[src/rtl/pkt_split_pkg.sv]
package pkt_split_pkg;
    localparam int DEF_SLOTS  = 8;
    localparam int DEF_WORD_W = 32;
    localparam int DEF_DEPTH  = 2;

    typedef enum logic [1:0] {
        ASM_IDLE  = 2'd0,
        ASM_FILL  = 2'd1,
        ASM_CLOSE = 2'd2
    } asm_state_e;
endpackage

[src/rtl/pkt_assembler.sv]
module pkt_assembler
    import pkt_split_pkg::*;
#(
    parameter int SLOTS  = DEF_SLOTS,
    parameter int WORD_W = DEF_WORD_W
) (
    input  logic                    clk,
    input  logic                    rst_n,
    input  logic                    flush,
    input  logic                    in_valid,
    input  logic [WORD_W-1:0]       in_word,
    input  logic                    in_last,
    output logic                    in_ready,
    input  logic                    fifo_full,
    output logic                    push,
    output logic [SLOTS-1:0]        push_vld,
    output logic [SLOTS*WORD_W-1:0] push_words,
    output logic                    ovf_err
);
    localparam int CNT_W = $clog2(SLOTS + 1);
    localparam int IDX_W = (SLOTS > 1) ? $clog2(SLOTS) : 1;
    localparam logic [CNT_W-1:0] FULL_CNT = CNT_W'(SLOTS);
    localparam logic [CNT_W-1:0] ONE_CNT  = CNT_W'(1);

    asm_state_e                     state_q, state_d;
    logic [SLOTS-1:0][WORD_W-1:0]   words_q, words_d;
    logic [SLOTS-1:0]               vld_q, vld_d;
    logic [CNT_W-1:0]               cnt_q, cnt_d;
    logic                           err_q, err_d;
    logic                           accept;
    logic                           chained;

    assign chained = in_word[0];
    assign accept  = in_valid && in_ready;

    // State register
    always_ff @(posedge clk or negedge rst_n) begin
        if (!rst_n) begin
            state_q <= ASM_IDLE;
            words_q <= '0;
            vld_q   <= '0;
            cnt_q   <= '0;
            err_q   <= 1'b0;
        end else begin
            state_q <= state_d;
            words_q <= words_d;
            vld_q   <= vld_d;
            cnt_q   <= cnt_d;
            err_q   <= err_d;
        end
    end

    // Next-state and packet building
    always_comb begin
        state_d = state_q;
        words_d = words_q;
        vld_d   = vld_q;
        cnt_d   = cnt_q;
        err_d   = 1'b0;
        push    = 1'b0;
        unique case (state_q)
            ASM_IDLE: begin
                if (accept) begin
                    words_d    = '0;
                    vld_d      = '0;
                    words_d[0] = in_word;
                    vld_d[0]   = 1'b1;
                    cnt_d      = ONE_CNT;
                    state_d    = in_last ? ASM_CLOSE : ASM_FILL;
                end
            end
            ASM_FILL: begin
                if (accept) begin
                    if (chained && (cnt_q != FULL_CNT)) begin
                        words_d[cnt_q[IDX_W-1:0]] = in_word;
                        vld_d[cnt_q[IDX_W-1:0]]   = 1'b1;
                        cnt_d                     = cnt_q + ONE_CNT;
                    end else begin
                        push       = 1'b1;
                        err_d      = chained;
                        words_d    = '0;
                        vld_d      = '0;
                        words_d[0] = in_word;
                        vld_d[0]   = 1'b1;
                        cnt_d      = ONE_CNT;
                    end
                    state_d = in_last ? ASM_CLOSE : ASM_FILL;
                end
            end
            ASM_CLOSE: begin
                if (!fifo_full) begin
                    push    = 1'b1;
                    vld_d   = '0;
                    cnt_d   = '0;
                    state_d = ASM_IDLE;
                end
            end
            default: state_d = ASM_IDLE;
        endcase
        if (flush) begin
            push    = 1'b0;
            err_d   = 1'b0;
            vld_d   = '0;
            cnt_d   = '0;
            state_d = ASM_IDLE;
        end
    end

    // Outputs
    always_comb begin
        in_ready   = !flush && (state_q != ASM_CLOSE) && !fifo_full;
        push_vld   = vld_q;
        push_words = words_q;
        ovf_err    = err_q;
    end
endmodule

[src/rtl/pkt_fifo.sv]
module pkt_fifo
    import pkt_split_pkg::*;
#(
    parameter int SLOTS  = DEF_SLOTS,
    parameter int WORD_W = DEF_WORD_W,
    parameter int DEPTH  = DEF_DEPTH
) (
    input  logic                    clk,
    input  logic                    rst_n,
    input  logic                    flush,
    input  logic                    push,
    input  logic [SLOTS-1:0]        push_vld,
    input  logic [SLOTS*WORD_W-1:0] push_words,
    output logic                    full,
    output logic                    out_valid,
    input  logic                    out_ready,
    output logic [SLOTS-1:0]        out_vld,
    output logic [SLOTS*WORD_W-1:0] out_words
);
    localparam int PTR_W = (DEPTH > 1) ? $clog2(DEPTH) : 1;
    localparam int CNT_W = $clog2(DEPTH + 1);
    localparam logic [CNT_W-1:0] MAX_CNT = CNT_W'(DEPTH);
    localparam logic [PTR_W-1:0] LAST_PTR = PTR_W'(DEPTH - 1);

    logic [SLOTS-1:0]        vld_mem  [DEPTH];
    logic [SLOTS*WORD_W-1:0] word_mem [DEPTH];
    logic [PTR_W-1:0]        wr_ptr, rd_ptr;
    logic [CNT_W-1:0]        count;
    logic                    do_push, do_pop;

    assign full      = (count == MAX_CNT);
    assign out_valid = (count != '0);
    assign do_push   = push && !full;
    assign do_pop    = out_valid && out_ready;
    assign out_vld   = vld_mem[rd_ptr];
    assign out_words = word_mem[rd_ptr];

    always_ff @(posedge clk) begin
        if (do_push && !flush) begin
            vld_mem[wr_ptr]  <= push_vld;
            word_mem[wr_ptr] <= push_words;
        end
    end

    always_ff @(posedge clk or negedge rst_n) begin
        if (!rst_n) begin
            wr_ptr <= '0;
            rd_ptr <= '0;
            count  <= '0;
        end else if (flush) begin
            wr_ptr <= '0;
            rd_ptr <= '0;
            count  <= '0;
        end else begin
            if (do_push) wr_ptr <= (wr_ptr == LAST_PTR) ? '0 : wr_ptr + PTR_W'(1);
            if (do_pop)  rd_ptr <= (rd_ptr == LAST_PTR) ? '0 : rd_ptr + PTR_W'(1);
            unique case ({do_push, do_pop})
                2'b10:   count <= count + CNT_W'(1);
                2'b01:   count <= count - CNT_W'(1);
                default: count <= count;
            endcase
        end
    end
endmodule

[src/rtl/pkt_splitter.sv]
module pkt_splitter
    import pkt_split_pkg::*;
#(
    parameter int SLOTS  = DEF_SLOTS,
    parameter int WORD_W = DEF_WORD_W,
    parameter int DEPTH  = DEF_DEPTH
) (
    input  logic                    clk,
    input  logic                    rst_n,
    input  logic                    flush,
    input  logic                    in_valid,
    output logic                    in_ready,
    input  logic [WORD_W-1:0]       in_word,
    input  logic                    in_last,
    output logic                    out_valid,
    input  logic                    out_ready,
    output logic [SLOTS-1:0]        out_slot_vld,
    output logic [SLOTS*WORD_W-1:0] out_words,
    output logic                    ovf_err
);
    logic                    fifo_full;
    logic                    push;
    logic [SLOTS-1:0]        push_vld;
    logic [SLOTS*WORD_W-1:0] push_words;

    pkt_assembler #(.SLOTS(SLOTS), .WORD_W(WORD_W)) u_asm (
        .clk        (clk),
        .rst_n      (rst_n),
        .flush      (flush),
        .in_valid   (in_valid),
        .in_word    (in_word),
        .in_last    (in_last),
        .in_ready   (in_ready),
        .fifo_full  (fifo_full),
        .push       (push),
        .push_vld   (push_vld),
        .push_words (push_words),
        .ovf_err    (ovf_err)
    );

    pkt_fifo #(.SLOTS(SLOTS), .WORD_W(WORD_W), .DEPTH(DEPTH)) u_fifo (
        .clk        (clk),
        .rst_n      (rst_n),
        .flush      (flush),
        .push       (push),
        .push_vld   (push_vld),
        .push_words (push_words),
        .full       (fifo_full),
        .out_valid  (out_valid),
        .out_ready  (out_ready),
        .out_vld    (out_slot_vld),
        .out_words  (out_words)
    );
endmodule

[config.mk]
export PLATFORM = sky130hd
export DESIGN_NAME = pkt_splitter
export DESIGN_NICKNAME = d
export VERILOG_FILES = /design/src/rtl/pkt_split_pkg.sv /design/src/rtl/pkt_assembler.sv /design/src/rtl/pkt_fifo.sv /design/src/rtl/pkt_splitter.sv
export SDC_FILE = /design/constraint.sdc
export NUM_CORES = 1
export LEC_CHECK = 0
export BUFFER_PORTS_ARGS = -buffer_cell sky130_fd_sc_hd__buf_2
export CELL_PAD_IN_SITES_DETAIL_PLACEMENT = 0
export CELL_PAD_IN_SITES_GLOBAL_PLACEMENT = 1
export CORE_ASPECT_RATIO = 1.1
export CORE_MARGIN = 3
export CORE_UTILIZATION = 54
export CTS_CLUSTER_DIAMETER = 40
export DETAILED_ROUTE_END_ITERATION = 8
export PLACE_DENSITY_LB_ADDON = 0.1
export SKIP_LAST_GASP = 1
export SYNTH_ARGS = -nofsm -noshare
export SYNTH_HDL_FRONTEND = slang
export SYNTH_SLANG_ARGS = --single-unit
[constraint.sdc]
create_clock -name clk -period 22.6 [get_ports clk]
set_input_delay 2.26 -clock clk [delete_from_list [all_inputs] [get_ports clk]]
set_output_delay 2.26 -clock clk [all_outputs]
set_load 0.01 [all_outputs]
== Word level (Yosys, flattened, before mapping) ==
Memories as Yosys holds them, arrays and structs flattened.
Index checks and enable logic that the tools add are counted.

* Add/subtract/negate cells: 5
* Order comparisons: 2
* Equal/unequal tests: 13
* Muxes and demuxes: 45
* Bitwise gates (word level): 1
* Reduce and logical (&&, ||, !) cells: 21

{| class="wikitable"
|+ Operators with widths
! cell !! count
|-
| $mux 256 || 3
|-
| $pmux 256 s2 || 1
|-
| $bwmux 256 || 1
|-
| $demux 32 s3 || 1
|-
| $mux 8 || 5
|-
| $mux 32 || 1
|-
| $pmux 8 s3 || 1
|-
| $mux 4 || 5
|-
| $mux 1 || 17
|-
| $pmux 4 s3 || 1
|-
| $mux 2 || 5
|-
| $logic_and 1x1->1 || 8
|-
| $or 8x8->8 || 1
|-
| $pmux 2 s2 || 2
|-
| $reduce_bool 2->1 || 4
|-
| $eq 2x2->1 const B || 3
|-
| $ne 3x2->1 const B || 2
|-
| $add 4x1->4 const B || 1
|-
| $eq 2x1->1 const B || 2
|-
| $lt 3x4->1 const B || 1
|-
| $ne 2x1->1 const B || 2
|-
| $ne 4x4->1 const B || 1
|-
| $reduce_and 4->1 || 1
|-
| $reduce_bool 4->1 || 1
|-
| 15 further kinds || 17
|}

* Flip-flop bits (word level): 275
* RAM bits: 528
* Input port bits: 38
* Logic and storage cells: 104
* Memories: 2

{| class="wikitable"
|+ Memories
! name !! words !! width !! rd ports !! clocked after Yosys merged registers in !! write ports !! RTL line !! RTL
|-
| u_fifo.word_mem || 2 || 256 || 1 || 0 || 1 || pkt_fifo.sv:26 || <nowiki>logic [SLOTS*WORD_W-1:0] word_mem [DEPTH];</nowiki>
|-
| u_fifo.vld_mem || 2 || 8 || 1 || 0 || 1 || pkt_fifo.sv:25 || <nowiki>logic [SLOTS-1:0] vld_mem [DEPTH];</nowiki>
|}

== Logic depth before layout (Yosys ltp) ==
Gate-level depths: netlist (run 1).

* Depth after elaboration: 11
* Depth in mapped cells: 9
* Depth with buffers taken out: 6

== Modules after synthesis ==
From an unflattened synthesis (run 1), not the netlist that was laid out.

* Cells, all modules: 1,556
* Area total of the unflattened synthesis: 29,544.6 µm²

{| class="wikitable"
|+ Modules (own cells, without submodules)
! module !! times used !! cells an instance !! area an instance (µm²)
|-
| pkt_fifo || 1 || 846 || 19,261.0
|-
| pkt_assembler || 1 || 710 || 10,283.6
|}

== Worst setup path before layout (run 1) ==
Ideal clock, no wire load.

* Path kind: input-to-reg
* From: input flush
* To: memory u_fifo.vld_mem[0][0] (netlist name) (enable)
* Arrival time: 13.692 ns
* Required time: 21.705 ns
* Slack: 8.012 ns
* Cell stages on the path: 4
* Path buffers: 0
* Cell sequence: nand2b_1 -> nor2_1 -> o21ai_0 -> nor2_1

* Longest elaborated chain between the ends: 11

{| class="wikitable"
|+ RTL lines
! element !! RTL line !! RTL
|-
| start: declaration || pkt_splitter.sv:10 || <nowiki>input logic flush,</nowiki>
|-
| $logic_not 1->1 || pkt_assembler.sv:111, pkt_fifo.sv:39 ||
|-
| $logic_and 1x1->1 (2 in a row) || pkt_assembler.sv:111 || <nowiki>in_ready = !flush && (state_q != ASM_CLOSE) && !fifo_full;</nowiki>
|-
| $logic_and 1x1->1 || pkt_assembler.sv:34 || <nowiki>assign accept = in_valid && in_ready;</nowiki>
|-
| $mux 1 || pkt_assembler.sv:73 || <nowiki>if (accept) begin</nowiki>
|-
| $pmux 1 s2 || pkt_assembler.sv:61 || <nowiki>unique case (state_q)</nowiki>
|-
| $mux 1 || pkt_assembler.sv:100 || <nowiki>if (flush) begin</nowiki>
|-
| $logic_and 1x1->1 || pkt_fifo.sv:33 || <nowiki>assign do_push = push && !full;</nowiki>
|-
| $logic_and 1x1->1 (*) || pkt_fifo.sv:39 || <nowiki>if (do_push && !flush) begin</nowiki>
|-
| $mux 1 (*) || pkt_fifo.sv:39 ||
|-
| $mux 1 (implied by the code) (*) || pkt_fifo.sv:40 || <nowiki>vld_mem[wr_ptr] <= push_vld;</nowiki>
|-
| end: declaration || pkt_fifo.sv:25 ||
|}

Mark *: on every way between the ends. The rest lies on a longest branch, timed or not.

== Worst setup path in the final report (run 1) ==
* From: register u_fifo.rd_ptr
* To: output out_words[149]

* Longest elaborated chain between the ends: 1

{| class="wikitable"
|+ RTL lines
! element !! RTL line !! RTL
|-
| start: declaration || pkt_fifo.sv:27 || <nowiki>logic [PTR_W-1:0] wr_ptr, rd_ptr;</nowiki>
|-
| start signal: assignment || pkt_fifo.sv:56 || <nowiki>if (do_pop) rd_ptr <= (rd_ptr == LAST_PTR) ? '0 : rd_ptr + PTR_W'(1);</nowiki>
|-
| $mem_v2 2x256 || - ||
|-
| end: declaration || pkt_splitter.sv:18 || <nowiki>output logic [SLOTS*WORD_W-1:0] out_words,</nowiki>
|}

No other way between the ends.

==> results of run 1 <==
[registers in the layout (all words and copies together), names as in the netlist]
register	cells
u_asm.push_vld	8
u_fifo.word_mem	512
u_asm.ovf_err	1
u_fifo.wr_ptr	1
u_asm.push_words	256
u_fifo.rd_ptr	1
u_asm.state_q	2
u_fifo.vld_mem	16
u_fifo.count	2
u_asm.cnt_q	4
[worst paths after layout]
kind                                           from                      end  slack (ns)  cells after the start
worst max-delay path                  u_fifo.rd_ptr           out_words[149]       16.68                      4
worst min-delay path            u_asm.push_words[6]    u_fifo.word_mem[0][6]        0.46                      0
worst max register to register       u_asm.cnt_q[0]  u_fifo.word_mem[0][226]       18.04                      8
worst min register to register  u_asm.push_words[6]    u_fifo.word_mem[0][6]        0.46                      0
max in group asynchronous                     rst_n     u_asm.push_words[85]       19.44                      2
min in group asynchronous                     rst_n      u_asm.push_words[5]        1.63                      1
[through the flow]
stage	util	hold WS, ns	cells	power, mW
global route	0.649	0.470	2692	3.53
global placement	0.589	0.444	2523	1.93
floorplan	-	0.438	1578	1.84
detailed placement	0.589	0.453	2523	1.94
CTS	0.649	0.465	2692	3.45
finish	0.649	0.465	2692	3.42
[cell type report]
class / count / share of cell area
Sequential cell: 803 / 0.652
Multi-Input combinational cell: 653 / 0.180
Clock buffer: 115 / 0.0738
Timing Repair Buffer: 333 / 0.0501
Tap cell: 728 / 0.0261
Clock inverter: 54 / 0.0176
Inverter: 6 / 0.000645
[critical path, cell delays in order, from the launching register on]
cell	delay [ns]
sky130_fd_sc_hd__dfrtp_4	0.68
sky130_fd_sc_hd__buf_4	0.70
sky130_fd_sc_hd__buf_4	0.95
sky130_fd_sc_hd__mux2_2	0.46
sky130_fd_sc_hd__buf_2	0.15
[report_power, final]
group,switching (mW),internal [mW]
clock,0.588,0.931
combinational,0.150,0.0853
sequential,0.0300,1.64
[cells in the final DEF (no fill, tap or decap), types with 5 or more instances in the layout]
cell type,n
sky130_fd_sc_hd__ha_1,5
sky130_fd_sc_hd__clkbuf_1,10
sky130_fd_sc_hd__clkinv_1,5
sky130_fd_sc_hd__bufinv_16,10
sky130_fd_sc_hd__clkinv_2,14
sky130_fd_sc_hd__buf_2,303
sky130_fd_sc_hd__nor3_1,8
sky130_fd_sc_hd__dfrtp_1,274
sky130_fd_sc_hd__clkbuf_8,8
sky130_fd_sc_hd__inv_1,5
sky130_fd_sc_hd__clkbuf_16,97
sky130_fd_sc_hd__nand2_1,10
sky130_fd_sc_hd__edfxtp_1,528
sky130_fd_sc_hd__mux2_2,297
sky130_fd_sc_hd__inv_6,7
sky130_fd_sc_hd__a21oi_1,12
sky130_fd_sc_hd__nor2_1,29
sky130_fd_sc_hd__clkinv_4,14
sky130_fd_sc_hd__buf_4,29
sky130_fd_sc_hd__a211oi_1,9
sky130_fd_sc_hd__a22o_1,217
sky130_fd_sc_hd__o21ai_4,7
[kinds of logic (layout without fill, tap and decap cells)]
kind of cell    count (synthesis)  after routing
xor+xnor                        1              1
simple gates                   81             81
mux                           300            300
compound gates                266            266
buf+inv                       122            508
fa+ha+maj                       5              5
flops                         803            803
[routing by layer]
| layer | wire length [um] | GRT usage | up-vias |
|---|---|---|---|
| met4 | 1180 | 0.0669 | 0 |
| li1 | - | - | 6778 |
| met5 | 0 | 0 | - |
| met1 | 29200 | 0.336 | 8334 |
| met3 | 4290 | 0.0426 | 89 |
| met2 | 34100 | 0.383 | 553 |
==> results.md, run 1 <==
| Item | Value | Unit |
|:---|:---|:---|
| Average cell area after synthesis | 18.6 | um^2 |
| Sequential cell area fraction in the yosys report | 0.773 | - |
| Area of all placed cells without fillers | 34900 | um^2 |
| Post-detail-place hpwl | 41.0 | mm |
| Count of vias placed by the detailed router | 15800 | - |
| Final WS setup | 16.68 | ns |
| Pre-CTS setup slack | 16.40 | ns |
| Library cell with the highest instance count after synthesis | sky130_fd_sc_hd__edfxtp_1 | - |
| Die area | 57300 | um^2 |
| Leakage power figure | 12.9 | nW |
| CTS root buf | sky130_fd_sc_hd__clkbuf_16 | - |
| Compound-gate portion of the synthesized area | 0.0763 | - |
| Area taken by flip-flops and latches | 22700 | um^2 |
| Proportion of layout cells with a drive suffix above 1 | 0.412 | - |
| Main combinational cell family by area after synthesis | multiplexers | - |
| # clock sinks | 803 | - |
| Number of detailed-route iterations in the first pass | 5 | - |
| Total count of max-transition violations in the final report | 0 | - |
| Post-route clock skew | 0.0225 | ns |
| Floorplan Core Area | 53800 | um^2 |
| Number of enable-type register cells in the synthesized netlist | 528 | - |
| Number of CTS-inserted buffers | 91 | - |
| Final Net Count | 1931 | - |
| Maximum number of pins on one net before global-route repair | 90 | - |
| Synth area leaders | sky130_fd_sc_hd__edfxtp_1 54%, sky130_fd_sc_hd__dfrtp_1 23%, sky130_fd_sc_hd__mux2_2 11% | - |
| Tcrit/Tclk final | 0.262 | - |
| Multiplexer area fraction after synthesis | 0.115 | - |
| Status | completed | - |
| Post-layout minimum cycle time | 5.92 | ns |
| Least-Margin Pin Slew | 1.42 | ns |
| H-tree depth reported by CTS | 3 | - |
| Post-route setup TNS | 0 | ns |
| Post-synthesis instance area | 29400 | um^2 |
| DRC violations left | 0 | - |
| Area post-placement | 31700 | um^2 |
| Final estimated routing congestion in global placement | 0.785 | - |
| Power per Cell Area | 98.1 | nW/um^2 |
| # rows | 89 | - |
| IO buf count | 304 | - |
| Number of global-route vias before repair | 15800 | - |
| Cell type contributing the most total cell area after synthesis | sky130_fd_sc_hd__edfxtp_1 | - |
| Final-report setup violation count | 0 | - |
| Worst hold path class | reg2reg | - |
| Clock latency of the later-clocked register in the worst-skew pair | 0.62 | ns |
| Simple-gate share of the synthesized area | 0.0156 | - |
| Xor and xnor area share after synthesis | 0.000298 | - |
| Yosys warning total | 0 | - |
| Largest fanout on the critical path | 84 | - |
| Area share of the largest cell type after synthesis | 0.539 | - |
| Wire length per cell after detailed routing | 25.5 | um |
| Overflow left after global routing | 0 | - |
| Effective utilization at floorplan | 0.547 | - |
| Max Buffers Root-to-Sink | 3 | - |
| Post-detailed-routing wire length | 68.8 | mm |
| First DRT Iteration DRCs | 1345 | - |
| Buffers inserted during post-CTS setup optimization | 0 | - |
| Worst-path clk slew | 0.06 | ns |
| Adder-Cell Fraction of Synth Area | 0.00213 | - |
| Kind of critical path | reg2out | - |
| Signed area change from the synthesized netlist to the final layout | 18.6 | % |
| Post-CTS Hold Buffers | 0 | - |
| Remaining antenna violation count | 0 | - |
| Data arrival time of the worst path | 3.66 | ns |
| Async S/R FF share, synth | 0.342 | - |
| Overall fraction of global-route tracks in use | 0.237 | - |
| Synth top cells by count | 528 x sky130_fd_sc_hd__edfxtp_1, 297 x sky130_fd_sc_hd__mux2_2, 275 x sky130_fd_sc_hd__dfrtp_1 | - |
| Peak clock frequency supported by timing | 169 | MHz |
| Reported max-cap violation count | 0 | - |
| Kind of capture point of the worst setup path | output port | - |
| Primary FF master, synth | sky130_fd_sc_hd__edfxtp_1 | - |
| Setup repair after global routing missed its margin | false | - |
| Area of the multi-input gates | 6280 | um^2 |
| Vias/cell | 5.85 | - |
| Worst max-slew margin expressed relative to the limit | 0.0486 | - |
| Nature of the critical path startpoint | flop | - |
| Resized Gates After CTS | 0 | - |
| Ant diodes | 0 | - |
| Required @ worst endpoint | 20.34 | ns |
| IR Drop Worst-Case VDD | 79.1 | uV |
| Yosys reg bits | 803 | - |
| IO Pins | 305 | - |
| Global-route wire length before repair | 101 | mm |
| Synthesized instance count | 1578 | - |
| Horizontal die dimension | 229 | um |
| Clock tree from TritonCTS | yes | - |
| Filler Cells Inserted | 3755 | - |
| Antenna violations before repair | 0 | - |
| Chip Height | 251 | um |
| Post-synth cell types | 53 | - |
| Number of endpoints with negative hold slack in the final report | 0 | - |
| Post-Synthesis Net Count | 1621 | - |
Power figures use the tool's default switching activity.
==> run 2: changes to the inputs <==
- ABC_AREA: unset -> 1
- CORE_UTILIZATION: 54 -> 48
- clock period: 22.6 -> 5.5 ns (I/O delays scaled with it)
==> results.md, run 2 <==
| Item | Value | Unit |
|:---|:---|:---|
| Multiplexer area fraction after synthesis | 0 | - |
| IR Drop Worst-Case VDD | 399 | uV |
| Net load switching power | 4.38 | mW |
| Post-detailed-routing wire length | 78.8 | mm |
| Wire length per cell after detailed routing | 21.8 | um |
| Final WS setup | 1.54 | ns |
| Cell-by-cell listing of the critical path | buf_4 > buf_4 > nand2_1 > nand2_1 > buf_2 | - |
| Switching part of the total power | 0.277 | - |
| Overall fraction of global-route tracks in use | 0.241 | - |
| Clock network fraction of design power | 0.422 | - |
| Post-synth cell types | 34 | - |
| Cell type contributing the most total cell area after synthesis | sky130_fd_sc_hd__edfxtp_1 | - |
| Power per Cell Area | 445 | nW/um^2 |
| Ant diodes | 0 | - |
| IO buf count | 304 | - |
| Effective utilization at floorplan | 0.486 | - |
| Worst max-slew margin expressed relative to the limit | 0.141 | - |
| Peak clock frequency supported by timing | 253 | MHz |
| Area post-placement | 32100 | um^2 |
| PnR Total Power | 15.8 | mW |
| Count of vias placed by the detailed router | 18900 | - |
| Overflow left after global routing | 0 | - |
| Min-delay src | in_last | - |
| H-tree depth reported by CTS | 3 | - |
| Setup repair after global routing missed its margin | false | - |
| Filler Cells Inserted | 5140 | - |
| Cell with the largest stage delay on the worst path | sky130_fd_sc_hd__buf_4 | - |
| Post-route clock skew | 0.0225 | ns |
| Synthesized instance count | 2397 | - |
| Largest fanout on the critical path | 91 | - |
| Area share of the largest cell type after synthesis | 0.532 | - |
| Die area | 65100 | um^2 |
| Max Buffers Root-to-Sink | 3 | - |
| Worst hold path class | in2reg | - |
| Chip Height | 267 | um |
| First DRT Iteration DRCs | 1428 | - |
| Async S/R FF share, synth | 0.342 | - |
| Yosys warning total | 0 | - |
| Final cell count without fillers | 3620 | - |
| Tcrit/Tclk final | 0.719 | - |
| Least-Margin Pin Slew | 1.28 | ns |
| Worst-path clk slew | 0.05 | ns |
| Library cell with the highest instance count after synthesis | sky130_fd_sc_hd__nand2_1 | - |
| Number of stages on the worst hold path | 2 | - |
| Yosys reg bits | 803 | - |
| Min Hold Slack | 0.135 | ns |
| Status | completed | - |
| Clock latency of the later-clocked register in the worst-skew pair | 0.63 | ns |
| Antenna violations before repair | 0 | - |
| Total count of max-transition violations in the final report | 0 | - |
| IO Pins | 305 | - |
| Area of the multi-input gates | 5910 | um^2 |
| Pre-CTS setup slack | 2.19 | ns |
| Flip-flop count of the largest register after layout | 512 | - |
| Post-route setup TNS | 0 | ns |
| Worst Hold Endpoint | u_asm.state_q[0] | - |
| Area of all placed cells without fillers | 35500 | um^2 |
| Floorplan Core Area | 61300 | um^2 |
| Vias/cell | 5.22 | - |
| Reported max-cap violation count | 0 | - |
| Kind of capture point of the worst setup path | output port | - |
| Relative contribution of sequential cells to total power | 0.441 | - |
| Number of cell instances on the worst register-to-register path | 8 | - |
| Clock tree from TritonCTS | yes | - |
| Internal Power | 11.4 | mW |
| Kind of critical path | reg2out | - |
| Fraction of power consumed by combinational cells | 0.137 | - |
| Maximum number of pins on one net before global-route repair | 168 | - |
| Number of endpoints with negative hold slack in the final report | 0 | - |
| Most common cell after layout, fill and taps aside | sky130_fd_sc_hd__nand2_1 | - |
| Data arrival time of the worst path | 3.41 | ns |
| Reg with most FFs | u_fifo.word_mem | - |
| Average cell area after synthesis | 12.4 | um^2 |
| DRC violations left | 0 | - |
| Primary FF master, synth | sky130_fd_sc_hd__edfxtp_1 | - |
| Count of placed standard cells including taps | 3431 | - |
| Main combinational cell family by area after synthesis | simple AND/OR/NAND/NOR gates | - |
| # clock sinks | 803 | - |
| Worst R2R Start | u_asm.state_q[0] | - |
| Xor and xnor area share after synthesis | 0 | - |
| Leakage power figure | 15.6 | nW |
| Signed area change from the synthesized netlist to the final layout | 19.3 | % |
| Sequential cell area fraction in the yosys report | 0.763 | - |
| Crit path max-delay family | buffers and inverters | - |
| Remaining antenna violation count | 0 | - |
| Final-report setup violation count | 0 | - |
| Final Net Count | 2752 | - |
| CTS root buf | sky130_fd_sc_hd__clkbuf_16 | - |
| Number of CTS-inserted buffers | 99 | - |
| Worst stage delay on the critical path | 0.83 | ns |
| Critical path buffers and inverters | 3 | - |
| Number of enable-type register cells in the synthesized netlist | 528 | - |
| Proportion of layout cells with a drive suffix above 1 | 0.194 | - |
| Register-to-register setup slack | 2.45 | ns |
| Number of global-route vias before repair | 18900 | - |
| Synth area leaders | sky130_fd_sc_hd__edfxtp_1 53%, sky130_fd_sc_hd__dfrtp_1 23%, sky130_fd_sc_hd__nand2_1 11% | - |
| Synth top cells by count | 892 x sky130_fd_sc_hd__nand2_1, 528 x sky130_fd_sc_hd__edfxtp_1, 275 x sky130_fd_sc_hd__dfrtp_1 | - |
| # rows | 95 | - |
| Nature of the critical path startpoint | flop | - |
| Post-detail-place hpwl | 47.0 | mm |
| Horizontal die dimension | 244 | um |
| Global-route wire length before repair | 117 | mm |
| Utilization after layout | 0.580 | - |
| Compound-gate portion of the synthesized area | 0.0697 | - |
| Highest-count cells in the layout ignoring fill and taps | 889 x sky130_fd_sc_hd__nand2_1, 528 x sky130_fd_sc_hd__edfxtp_1, 303 x sky130_fd_sc_hd__buf_2 | - |
| Post-Synthesis Net Count | 2440 | - |
| RR Endpoint | u_asm.push_words[162] | - |
| Area taken by flip-flops and latches | 22700 | um^2 |
| Post-synthesis instance area | 29800 | um^2 |
| Adder-Cell Fraction of Synth Area | 0.00210 | - |
| Number of detailed-route iterations in the first pass | 5 | - |
| Final estimated routing congestion in global placement | 0.780 | - |
| Simple-gate share of the synthesized area | 0.124 | - |
| Post-layout minimum cycle time | 3.96 | ns |
| Required @ worst endpoint | 4.95 | ns |
run 2: cells by family after synthesis:
logic type      after synthesis
fa+ha+maj                     5
flops                       803
simple gates                941
buf+inv                     275
compound gates              373
run 2: repair_timing:
| item | 4_1_cts | 5_1_grt |
|---|---|---|
| resized for setup | 0 | 0 |
| endpoints found under the hold margin | 70 | 0 |
| buffers inserted | 0 | 0 |
| hold buffers | 1 | 0 |
run 2: layout make-up:
cell class | instances | area share
clock buffers | 120 | 0.0748
clock inverters | 68 | 0.0222
repair buffers | 328 | 0.0510
inverters | 158 | 0.0170
well taps | 824 | 0.0290
multi-input cells | 1319 | 0.166
flip-flops and latches | 803 | 0.640
run 2: power by group through the flow:
| stage | combinational (mW) | sequential, mW | clock, mW |
|---|---|---|---|
| 4_1_cts | 2.22 | 6.97 | 6.78 |
| 5_1_grt | 2.40 | 7.00 | 7.05 |
| 3_3_place_gp | 2.19 | 7.07 | 0 |
| 3_5_place_dp | 2.21 | 7.09 | 0 |
| 6_report | 2.16 | 6.98 | 6.67 |
| 2_1_floorplan | 1.26 | 7.03 | 0 |
run 2: worst max-delay path by stage:
| stage | from | endpoint | slack [ns] | cells after the start |
|---|---|---|---|---|
| after floorplan | u_asm.cnt_q[0] | u_fifo.vld_mem[0][0] | 0.02 | 8 |
| after global placement | u_fifo.rd_ptr | out_words[42] | 2.19 | 5 |
| after detailed placement | u_fifo.rd_ptr | out_words[42] | 2.19 | 5 |
| after CTS | u_fifo.rd_ptr | out_words[148] | 1.51 | 5 |
| after global routing | u_fifo.rd_ptr | out_words[24] | 1.31 | 5 |
| final | u_fifo.rd_ptr | out_words[24] | 1.54 | 5 |
run 2: per-layer routing:
metal  GRT usage  wire length [um]  vias up
met5           0                 0        -
met4      0.0899              2390        0
met3      0.0459              4780      123
met2       0.412             39600      561
met1       0.309             32100     9478
li1            -                 -     8744
run 2: worst reg2reg max path, delay by kind of cell (launching register included):
kind	cells	cell delay, ns
buffers and inverters	2	0.50
AOI/OAI and AO/OA	2	1.31
and+or+nand+nor	3	0.48
adders and majority gates	1	0.22
DFF	1	0.38
==> run 3: changes to the inputs <==
- ABC_AREA: 1 -> 0
- CORE_UTILIZATION: 48 -> 45
- clock period: 5.5 -> 3.4 ns (I/O delays scaled with it)
==> results.md, run 3 (same netlist as run 1, synthesis figures left out) <==
| Item | Value | Unit |
|:---|:---|:---|
| Power per Cell Area | 675 | nW/um^2 |
| Count of vias placed by the detailed router | 15700 | - |
| Filler Cells Inserted | 4992 | - |
| Vias/cell | 5.48 | - |
| Worst max-slew margin expressed relative to the limit | 0.345 | - |
| Largest fanout on the critical path | 32 | - |
| Clock tree from TritonCTS | yes | - |
| Min Hold Slack | 0.105 | ns |
| Reg with most FFs | u_fifo.word_mem | - |
| Effective utilization at floorplan | 0.458 | - |
| Nature of the critical path startpoint | flop | - |
| Post-detail-place hpwl | 43.9 | mm |
| Internal Power | 18.8 | mW |
| IR Drop Worst-Case VDD | 386 | uV |
| Signed area change from the synthesized netlist to the final layout | 22.8 | % |
| Leakage power figure | 13.3 | nW |
| Final cell count without fillers | 2863 | - |
| Remaining antenna violation count | 0 | - |
| CTS root buf | sky130_fd_sc_hd__clkbuf_16 | - |
| Net load switching power | 5.61 | mW |
| Total count of max-transition violations in the final report | 0 | - |
| Setup repair after global routing missed its margin | false | - |
| Worst hold path class | in2reg | - |
| PnR Total Power | 24.4 | mW |
| Tcrit/Tclk final | 0.857 | - |
| Number of global-route vias before repair | 16300 | - |
| IO Pins | 305 | - |
| Final-report setup violation count | 0 | - |
| Flip-flop count of the largest register after layout | 512 | - |
| Max Buffers Root-to-Sink | 3 | - |
| Floorplan Core Area | 64200 | um^2 |
| Count of placed standard cells including taps | 2655 | - |
| H-tree depth reported by CTS | 3 | - |
| Post-layout minimum cycle time | 2.91 | ns |
| IO buf count | 304 | - |
| Reported max-cap violation count | 0 | - |
| Horizontal die dimension | 250 | um |
| Data arrival time of the worst path | 3.41 | ns |
| Area post-placement | 32300 | um^2 |
| Maximum number of pins on one net before global-route repair | 122 | - |
| Chip Height | 274 | um |
| # clock sinks | 803 | - |
| Overall fraction of global-route tracks in use | 0.211 | - |
| Peak clock frequency supported by timing | 343 | MHz |
| Number of endpoints with negative hold slack in the final report | 0 | - |
| Number of stages on the worst hold path | 2 | - |
| Number of cell instances on the worst register-to-register path | 7 | - |
| Clock latency of the later-clocked register in the worst-skew pair | 0.64 | ns |
| Die area | 68500 | um^2 |
| Post-detailed-routing wire length | 72.4 | mm |
| Least-Margin Pin Slew | 0.975 | ns |
| # rows | 97 | - |
| Ant diodes | 0 | - |
| Switching part of the total power | 0.230 | - |
| Buffers inserted during post-CTS setup optimization | 0 | - |
| First DRT Iteration DRCs | 1079 | - |
| DRC violations left | 0 | - |
| Clock network fraction of design power | 0.477 | - |
| Number of detailed-route iterations in the first pass | 5 | - |
| Antenna violations before repair | 0 | - |
| Most common cell after layout, fill and taps aside | sky130_fd_sc_hd__edfxtp_1 | - |
| Overflow left after global routing | 0 | - |
| Required @ worst endpoint | 3.90 | ns |
| Highest-count cells in the layout ignoring fill and taps | 528 x sky130_fd_sc_hd__edfxtp_1, 303 x sky130_fd_sc_hd__buf_2, 297 x sky130_fd_sc_hd__mux2_2 | - |
| Relative contribution of sequential cells to total power | 0.455 | - |
| Global-route wire length before repair | 108 | mm |
| Number of CTS-inserted buffers | 109 | - |
| Final Net Count | 1971 | - |
| Kind of critical path | reg2reg | - |
| Fraction of power consumed by combinational cells | 0.067 | - |
| Proportion of layout cells with a drive suffix above 1 | 0.429 | - |
| Post-route clock skew | 0.0204 | ns |
| Kind of capture point of the worst setup path | flop | - |
| Status | completed | - |
| Wire length per cell after detailed routing | 25.3 | um |
| Final estimated routing congestion in global placement | 0.788 | - |
| Worst-path clk slew | 0.06 | ns |
| Area of all placed cells without fillers | 36100 | um^2 |
## run 3: cell types whose count changed in the layout (fill, tap and decap cells not counted), moves of 13 or more
cell	change
sky130_fd_sc_hd__a22o_1	+217
sky130_fd_sc_hd__buf_12	+13
sky130_fd_sc_hd__inv_1	-148
sky130_fd_sc_hd__mux2_2	+297
sky130_fd_sc_hd__nand2_1	-879
sky130_fd_sc_hd__nor2_1	+21
sky130_fd_sc_hd__o21ai_0	-141
sky130_fd_sc_hd__o21ai_1	-116
sky130_fd_sc_hd__o22ai_1	-84
## run 3: repair_timing
item | CTS | global route
hold buffers | 3 | 0
endpoints found under the hold margin | 59 | 0
resized for setup | 0 | 0
## run 3: through the flow
stage           util  worst slack (ns)  setup TNS (ns)
2_1_floorplan      -             -2.15        -1131.06
3_3_place_gp   0.503             0.573               0
3_5_place_dp   0.503             0.524               0
4_1_cts        0.563             0.487               0
5_1_grt        0.563             0.311               0
6_report       0.563             0.488               0
## run 3: worst paths after layout
kind | to | slack [ns] | from
worst max-delay path | u_asm.push_words[19] | 0.49 | u_asm.state_q[1]
worst min-delay path | u_asm.push_words[43] | 0.10 | in_word[11]
worst max register to register | u_asm.push_words[19] | 0.49 | u_asm.state_q[1]
worst min register to register | u_fifo.word_mem[0][12] | 0.47 | u_asm.push_words[12]
max in group asynchronous | u_asm.push_words[125] | 2.32 | rst_n
min in group asynchronous | u_asm.push_words[37] | 0.25 | rst_n
## run 3: power by group through the flow
stage / Clock [mW] / Combinational, mW / Sequential, mW
after floorplan: 0 / 0.939 / 11.2
after global placement: 0 / 1.66 / 11.3
after CTS: 11.9 / 1.69 / 11.1
after detailed placement: 0 / 1.68 / 11.3
after global routing: 12.3 / 1.77 / 11.1
final: 11.6 / 1.64 / 11.1
## run 3: worst max-delay path, cell delays in order (launching register included)
cell,delay [ns]
sky130_fd_sc_hd__dfrtp_1,0.39
sky130_fd_sc_hd__inv_1,0.10
sky130_fd_sc_hd__ha_1,0.37
sky130_fd_sc_hd__nor2_2,0.16
sky130_fd_sc_hd__and4bb_2,0.82
sky130_fd_sc_hd__o21a_2,0.28
sky130_fd_sc_hd__buf_12,0.26
sky130_fd_sc_hd__mux2_2,0.38
## run 3: final cells by class
| class | instances | area (um^2) | area share |
|---|---|---|---|
| clock inverter | 74 | 856 | 0.0237 |
| timing repair buffer | 355 | 2180 | 0.0605 |
| clock buffer | 131 | 2970 | 0.0821 |
| multi-input combinational | 653 | 6310 | 0.175 |
| sequential | 803 | 22700 | 0.629 |
| tap | 841 | 1050 | 0.0291 |
| inverter | 6 | 27.5 | 0.000762 |
## run 3: routing by layer
metal | wire, um | share of wire | vias to the layer above | track usage
met5 | 0 | 0 | - | 0
met4 | 1650 | 0.023 | 0 | 0.0638
met3 | 3470 | 0.048 | 115 | 0.0358
met2 | 35600 | 0.49 | 415 | 0.345
met1 | 31700 | 0.44 | 8272 | 0.292
li1 | - | - | 6889 | -
